[src/rtl/i2c_mtx_pkg.sv]
package i2c_mtx_pkg;

    typedef enum logic [3:0] {
        ST_IDLE,
        ST_START_H,
        ST_START_L,
        ST_HOLD,
        ST_BIT_L,
        ST_BIT_H,
        ST_LOST,
        ST_STOP_L,
        ST_STOP_H
    } mst_state_e;

    // control bit positions (software decodes these)
    localparam int B_EN  = 6;
    localparam int B_STA = 5;
    localparam int B_STO = 4;
    localparam int B_SI  = 3;
    localparam int B_AA  = 2;

    // register addresses
    localparam logic [2:0] A_SET  = 3'd0;
    localparam logic [2:0] A_STAT = 3'd1;
    localparam logic [2:0] A_DATA = 3'd2;
    localparam logic [2:0] A_CLR  = 3'd3;
    localparam logic [2:0] A_HI   = 3'd4;
    localparam logic [2:0] A_LO   = 3'd5;

    // status codes
    localparam logic [7:0] SC_START     = 8'h08;
    localparam logic [7:0] SC_ADDR_ACK  = 8'h18;
    localparam logic [7:0] SC_ADDR_NACK = 8'h20;
    localparam logic [7:0] SC_DATA_ACK  = 8'h28;
    localparam logic [7:0] SC_DATA_NACK = 8'h30;
    localparam logic [7:0] SC_ARB_LOST  = 8'h38;
    localparam logic [7:0] SC_IDLE      = 8'hF8;

endpackage

[src/rtl/i2c_mtx_timer.sv]
module i2c_mtx_timer #(
    parameter int CW = 8
) (
    input  logic          clk,
    input  logic          rst_n,
    input  logic          load,
    input  logic [CW-1:0] val,
    output logic          done
);
    logic [CW-1:0] cnt_d, cnt_q;

    always_comb begin
        cnt_d = cnt_q;
        if (load) begin
            cnt_d = val;
        end else if (cnt_q != '0) begin
            cnt_d = cnt_q - 1'b1;
        end
    end

    always_ff @(posedge clk or negedge rst_n) begin
        if (!rst_n) cnt_q <= '0;
        else        cnt_q <= cnt_d;
    end

    assign done = (cnt_q == '0);
endmodule

[src/rtl/i2c_mtx_shift.sv]
module i2c_mtx_shift #(
    parameter int DW  = 8,
    parameter int SCW = $clog2(DW + 1)
) (
    input  logic           clk,
    input  logic           rst_n,
    input  logic           load,
    input  logic [DW-1:0]  din,
    input  logic           shift,
    output logic           msb,
    output logic [SCW-1:0] cnt
);
    logic [DW-1:0]  sh_d, sh_q;
    logic [SCW-1:0] cnt_d, cnt_q;

    always_comb begin
        sh_d  = sh_q;
        cnt_d = cnt_q;
        if (load) begin
            sh_d  = din;
            cnt_d = '0;
        end else if (shift) begin
            // ones fill: after the last data bit the line is released for acknowledge
            sh_d  = {sh_q[DW-2:0], 1'b1};
            cnt_d = cnt_q + 1'b1;
        end
    end

    always_ff @(posedge clk or negedge rst_n) begin
        if (!rst_n) begin
            sh_q  <= '1;
            cnt_q <= '0;
        end else begin
            sh_q  <= sh_d;
            cnt_q <= cnt_d;
        end
    end

    assign msb = sh_q[DW-1];
    assign cnt = cnt_q;
endmodule

[src/rtl/i2c_mtx_ctrl.sv]
module i2c_mtx_ctrl
    import i2c_mtx_pkg::*;
#(
    parameter int CNT_W  = 8,
    parameter int HI_RST = 4,
    parameter int LO_RST = 4
) (
    input  logic       clk,
    input  logic       rst_n,
    input  logic       reg_wr,
    input  logic [2:0] reg_addr,
    input  logic [7:0] reg_wdata,
    output logic [7:0] reg_rdata,
    output logic       irq,
    input  logic       scl_i,
    input  logic       sda_i,
    output logic       scl_oe,
    output logic       sda_oe
);
    localparam int DW  = 8;
    localparam int SCW = $clog2(DW + 1);

    typedef struct packed {
        mst_state_e       st;
        logic             en;
        logic             sta;
        logic             sto;
        logic             si;
        logic             aa;
        logic [7:0]       status;
        logic [DW-1:0]    data;
        logic [CNT_W-1:0] hi;
        logic [CNT_W-1:0] lo;
        logic             addr_ph;
        logic             scl_low;
        logic             sda_low;
    } regs_t;

    regs_t            cur_q, nxt_d;
    logic             tmr_load, tmr_done;
    logic [CNT_W-1:0] tmr_val;
    logic             sh_load, sh_shift, sh_msb;
    logic [SCW-1:0]   sh_cnt;
    logic             si_rel;
    logic             ack;
    logic [7:0]       stat_code;
    logic [7:0]       ctrl_rd;

    i2c_mtx_timer #(.CW(CNT_W)) u_timer (
        .clk  (clk),
        .rst_n(rst_n),
        .load (tmr_load),
        .val  (tmr_val),
        .done (tmr_done)
    );

    i2c_mtx_shift #(.DW(DW), .SCW(SCW)) u_shift (
        .clk  (clk),
        .rst_n(rst_n),
        .load (sh_load),
        .din  (cur_q.data),
        .shift(sh_shift),
        .msb  (sh_msb),
        .cnt  (sh_cnt)
    );

    always_comb begin
        nxt_d    = cur_q;
        tmr_load = 1'b0;
        tmr_val  = cur_q.lo;
        sh_load  = 1'b0;
        sh_shift = 1'b0;
        ack      = ~sda_i;
        si_rel   = reg_wr && (reg_addr == A_CLR) && reg_wdata[B_SI] && cur_q.si;

        // software side
        if (reg_wr) begin
            case (reg_addr)
                A_SET: begin
                    nxt_d.en  = cur_q.en  | reg_wdata[B_EN];
                    nxt_d.sta = cur_q.sta | reg_wdata[B_STA];
                    nxt_d.sto = cur_q.sto | reg_wdata[B_STO];
                    nxt_d.aa  = cur_q.aa  | reg_wdata[B_AA];
                end
                A_CLR: begin
                    nxt_d.en  = cur_q.en  & ~reg_wdata[B_EN];
                    nxt_d.sta = cur_q.sta & ~reg_wdata[B_STA];
                    nxt_d.aa  = cur_q.aa  & ~reg_wdata[B_AA];
                    nxt_d.si  = cur_q.si  & ~reg_wdata[B_SI];
                end
                A_DATA:  nxt_d.data = reg_wdata;
                A_HI:    nxt_d.hi   = CNT_W'(reg_wdata);
                A_LO:    nxt_d.lo   = CNT_W'(reg_wdata);
                default: ;
            endcase
        end

        // bus side
        case (cur_q.st)
            ST_IDLE: begin
                nxt_d.scl_low = 1'b0;
                nxt_d.sda_low = 1'b0;
                if (cur_q.en && cur_q.sta && scl_i && sda_i) begin
                    nxt_d.st      = ST_START_H;
                    nxt_d.sda_low = 1'b1;
                    tmr_load      = 1'b1;
                    tmr_val       = cur_q.hi;
                end
            end
            ST_START_H: begin
                if (tmr_done) begin
                    nxt_d.st      = ST_START_L;
                    nxt_d.scl_low = 1'b1;
                    tmr_load      = 1'b1;
                end
            end
            ST_START_L: begin
                if (tmr_done) begin
                    nxt_d.st      = ST_HOLD;
                    nxt_d.si      = 1'b1;
                    nxt_d.status  = SC_START;
                    nxt_d.addr_ph = 1'b1;
                end
            end
            ST_HOLD: begin
                nxt_d.scl_low = 1'b1;
                if (si_rel) begin
                    tmr_load = 1'b1;
                    if (cur_q.sto) begin
                        nxt_d.st      = ST_STOP_L;
                        nxt_d.sda_low = 1'b1;
                    end else begin
                        nxt_d.st = ST_BIT_L;
                        sh_load  = 1'b1;
                    end
                end
            end
            ST_BIT_L: begin
                nxt_d.sda_low = ~sh_msb;
                if (tmr_done) begin
                    nxt_d.st      = ST_BIT_H;
                    nxt_d.scl_low = 1'b0;
                    tmr_load      = 1'b1;
                    tmr_val       = cur_q.hi;
                end
            end
            ST_BIT_H: begin
                if (tmr_done) begin
                    if (sh_cnt == SCW'(DW)) begin
                        nxt_d.st      = ST_HOLD;
                        nxt_d.scl_low = 1'b1;
                        nxt_d.si      = 1'b1;
                        nxt_d.addr_ph = 1'b0;
                        if (cur_q.addr_ph) nxt_d.status = ack ? SC_ADDR_ACK : SC_ADDR_NACK;
                        else               nxt_d.status = ack ? SC_DATA_ACK : SC_DATA_NACK;
                    end else if (!cur_q.sda_low && !sda_i) begin
                        nxt_d.st      = ST_LOST;
                        nxt_d.scl_low = 1'b0;
                        nxt_d.sda_low = 1'b0;
                        nxt_d.si      = 1'b1;
                        nxt_d.status  = SC_ARB_LOST;
                    end else begin
                        nxt_d.st      = ST_BIT_L;
                        nxt_d.scl_low = 1'b1;
                        sh_shift      = 1'b1;
                        tmr_load      = 1'b1;
                    end
                end
            end
            ST_LOST: begin
                nxt_d.scl_low = 1'b0;
                nxt_d.sda_low = 1'b0;
                if (si_rel) begin
                    nxt_d.st     = ST_IDLE;
                    nxt_d.status = SC_IDLE;
                end
            end
            ST_STOP_L: begin
                if (tmr_done) begin
                    nxt_d.st      = ST_STOP_H;
                    nxt_d.scl_low = 1'b0;
                    tmr_load      = 1'b1;
                    tmr_val       = cur_q.hi;
                end
            end
            ST_STOP_H: begin
                if (tmr_done) begin
                    nxt_d.st      = ST_IDLE;
                    nxt_d.sda_low = 1'b0;
                    nxt_d.sto     = 1'b0;
                    nxt_d.status  = SC_IDLE;
                end
            end
            default: nxt_d.st = ST_IDLE;
        endcase
    end

    always_ff @(posedge clk or negedge rst_n) begin
        if (!rst_n) begin
            cur_q         <= '0;
            cur_q.st      <= ST_IDLE;
            cur_q.status  <= SC_IDLE;
            cur_q.hi      <= CNT_W'(HI_RST);
            cur_q.lo      <= CNT_W'(LO_RST);
        end else begin
            cur_q <= nxt_d;
        end
    end

    assign stat_code = cur_q.status;
    assign ctrl_rd   = {1'b0, cur_q.en, cur_q.sta, cur_q.sto, cur_q.si, cur_q.aa, 2'b00};

    always_comb begin
        case (reg_addr)
            A_SET, A_CLR: reg_rdata = ctrl_rd;
            A_STAT:       reg_rdata = stat_code;
            A_DATA:       reg_rdata = cur_q.data;
            A_HI:         reg_rdata = 8'(cur_q.hi);
            A_LO:         reg_rdata = 8'(cur_q.lo);
            default:      reg_rdata = 8'h00;
        endcase
    end

    assign irq    = cur_q.si;
    assign scl_oe = cur_q.scl_low;
    assign sda_oe = cur_q.sda_low;
endmodule

[config.mk]
export PLATFORM = sky130hd
export DESIGN_NAME = i2c_mtx_ctrl
export DESIGN_NICKNAME = d
export VERILOG_FILES = /design/src/rtl/i2c_mtx_pkg.sv /design/src/rtl/i2c_mtx_timer.sv /design/src/rtl/i2c_mtx_shift.sv /design/src/rtl/i2c_mtx_ctrl.sv
export SDC_FILE = /design/constraint.sdc
export NUM_CORES = 1
export LEC_CHECK = 0
export ABC_CLOCK_PERIOD_IN_PS = 1800
export BUFFER_PORTS_ARGS = -buffer_cell sky130_fd_sc_hd__clkbuf_2
export CORE_MARGIN = 10
export CORE_UTILIZATION = 30
export DETAILED_ROUTE_END_ITERATION = 16
export PLACE_DENSITY = 0.44
export SLEW_MARGIN = 20
export SYNTH_ARGS = -nofsm -noshare
export SYNTH_HDL_FRONTEND = slang
export SYNTH_SLANG_ARGS = --single-unit
export TNS_END_PERCENT = 50
[constraint.sdc]
create_clock -name clk -period 1.8 [get_ports clk]
set_input_delay 0.27 -clock clk [delete_from_list [all_inputs] [get_ports clk]]
set_output_delay 0.27 -clock clk [all_outputs]
set_load 0.02 [all_outputs]
==> impl_metrics.yaml <==
outcome:
  outcome: "finished with violations"
  violations: "setup timing"
worst_setup_path:
  worst_setup_path_start_kind: "flip-flop"
  crit_arrival_ps: 2060
  reg2reg_from: "u_timer.cnt_q[0]"
  cp_max_fo: 4
  r2r_setup_slack_ps: -30
  end_kind: "flip-flop"
  critPathRequiredTime_ps: 2030
  r2r-end: "cur_q[40]"
  timing_worst_setup_path_type: "flip-flop to flip-flop"
  reg2regPathDepth: 8
run:
  maxCapViolCount: 0
min_path:
  hold_path_depth: 2
  whs_endpoint: "cur_q[4]"
  hp-class: "primary input to flip-flop"
  hold_start: "reg_wdata[1]"
timing:
  tightest_slew_ps: 425.0
  max_slew_margin: 0.7141
  hold_viol_final: 0
  rsz0062_at_grt: "yes"
  setup_viol: 6
  whs_ps: 201.1
  final.setup_skew_ps: 5.514
  finalCritPeriodShare: 1.018
  drv_slew: 0
  worst_slack_ps: -31.68
  fin_crit_ps: 1832
  max_freq_ghz: 0.5459
global_routing:
  gr-usage-met1: 0.1670
  gr-total-overflow: 0
  grt.met2_usage: 0.1911
  track_usage: 0.1241
  antenna_found_initial: 0
  grt_start_max_net_pins: 61
  first_global_vias: 3322
  busiest_layer: "met2"
  grt_pass1_wl_mm: 17.77
  grtUsageMet3: 0.03195
clock_network:
  cts_buffers: 9
  clock_latency_ps: 330
  clock_path_buffers: 2
  ctsRootBufferMaster: "clkbuf_16"
  cts_tree: "done"
  clkTransAtPathRegs_ps: 60
  ctsHtreeMaxLevel: 3
  cts_sinks: 60
final_layout:
  area_growth_pct: 34.19
  layout_commonest_cell: "buf_4"
  drive_gt1_frac: 0.4379
  seq_area_mm2: 0.001523
  fill_cells: 1267
  mostFrequentLayoutCells: "buf_4 (73), dfrtp_1 (43), a21oi_1 (29)"
  nets: 507
  antenna_cells: 0
  multiInputGateArea_mm2: 0.002193
floorplan:
  fp.dieW_um: 133.7
  die_area_mm2: 0.01786
  start_util: 0.3071
  ios: 27
  num_rows: 41
  die_h_um: 133.7
  core_area_mm2: 0.01262
placed_design:
  place_ws_ps: -70.12
  dp_hpwl_mm: 8.069
  gp_congestion: 0.8300
  io_buffers: 26
synthesis:
  dominantRegCellSynth: "dfrtp_1"
  async_reset_ff_frac: 1.000
  synth_nets: 409
  syn_area_per_cell_um2: 9.987
  synth_seq_cells: 60
  synth_cell_types: 63
  yosysSeqAreaShare: 0.3920
  synth_area_leaders: "dfrtp_1 (30%), dfstp_2 (9.5%), mux2i_1 (6.7%)"
  yosys.area.top_type: "dfrtp_1"
  synth_top_area_share: 0.2971
  syn_area_mm2: 0.003875
  yosys_warnings: 0
  synth_cells: 388
  synth_edf_count: 0
power:
  cellPowerDensity_mw_per_mm2: 1384
  ir_drop_mv: 0.5106
  p_leak_nw: 2.194
detailed_routing:
  vias: 3248
  drcViolationCount: 0
  via_per_inst: 4.899
  avgRoutedWirePerCell_um: 16.45
  drt-total-wl_mm: 10.91
  drt_iter0_drc: 136
  ant_nets: 0
  first_pass_iters: 4
-- power breakdown --
group / switching (mW) / internal (mW)
logic: 1.69 / 1.78
registers: 0.344 / 1.74
clock network: 0.663 / 0.977
total: 2.69 / 4.50
-- state kept, by name, indices dropped and copies added, names as in the netlist, named ones only --
register,flops
sda_oe,1
irq,1
u_shift.sh_q,8
scl_oe,1
ctrl_rd,1
cur_q,29
u_timer.cnt_q,8
u_shift.cnt,4
stat_code,4
-- cells in the mapped netlist, types with 4 or more instances --
cell type,n
a211oi_1,4
a21oi_1,33
a22oi_1,8
a31oi_1,5
buf_2,7
buf_4,4
buf_6,6
clkbuf_1,6
dfrtp_1,46
dfstp_2,14
ha_1,5
inv_1,15
mux2_2,22
mux2i_1,26
nand2_1,28
nand2b_1,4
nand3_1,12
nor2_1,22
nor2b_1,14
nor3_1,8
o21ai_0,27
o21ai_1,8
xnor2_1,4
xor2_1,4
-- critical path, stage by stage (launching register included) --
cell     delay (ps)
dfrtp_1         400
inv_2            90
ha_4            130
nor3b_4         250
and2_4          230
buf_6           120
o31ai_4          80
buf_6           140
o41ai_2         290
-- how the worst max path moves through the flow --
stage	slack, ps	start	end
after floorplan	3	u_shift.cnt[0]	u_timer.cnt_q[0]
after global placement	-60	cur_q[40]	cur_q[41]
after detailed placement	-70	u_shift.cnt[1]	stat_code[6]
after CTS	-20	u_timer.cnt_q[0]	cur_q[40]
after global routing	-90	u_timer.cnt_q[0]	cur_q[40]
final	-30	u_timer.cnt_q[0]	cur_q[40]
-- layout make-up --
| cell class | count | area share |
|---|---|---|
| Timing Repair Buffer | 114 | 0.1778 |
| Clock inverter | 6 | 0.009384 |
| Clock buffer | 10 | 0.04596 |
| Tap cell | 172 | 0.04139 |
| Multi-Input combinational cell | 286 | 0.4218 |
| Sequential cell | 60 | 0.2928 |
| Inverter | 15 | 0.01083 |
-- what timing repair did --
item | in CTS | in global routing
endpoints found under the setup margin | 26 | 32
buffers inserted | 9 | 9
hold buffers | 1 | 0
gates cloned | 0 | 0
gates resized for setup | 21 | 28
hold endpoints to repair | 46 | 0
pin swaps | 12 | 11
-- per-layer routing --
layer | routed length, um | part of all wire
met1 | 5316 | 0.49
met2 | 5048 | 0.46
met3 | 415 | 0.038
met4 | 125 | 0.011
met5 | 0 | 0
-- stage by stage --
step | power [mW] | setup TNS [ps] | cell area [um^2] | cells | utilization
detailed placement | 5.159 | -661.9 | 4652 | 633 | 0.3686
global route | 7.699 | -1054 | 5200 | 663 | 0.4121
floorplan | 4.116 | 0 | 3880 | 388 | -
global placement | 5.172 | -584.6 | 4652 | 633 | 0.3686
CTS | 7.047 | -97.35 | 5080 | 657 | 0.4025
finish | 7.196 | -98.05 | 5200 | 663 | 0.4121
-- logic make-up after synthesis --
group,synth area share
DFF,0.3920
and+or+nand+nor,0.1776
buffers and inverters,0.06716
adders and majority gates,0.01614
AOI/OAI and AO/OA,0.1863
xor gates and xnor gates,0.01808
muxes,0.1427
No activity file was read; power rests on OpenSTA's default activity.
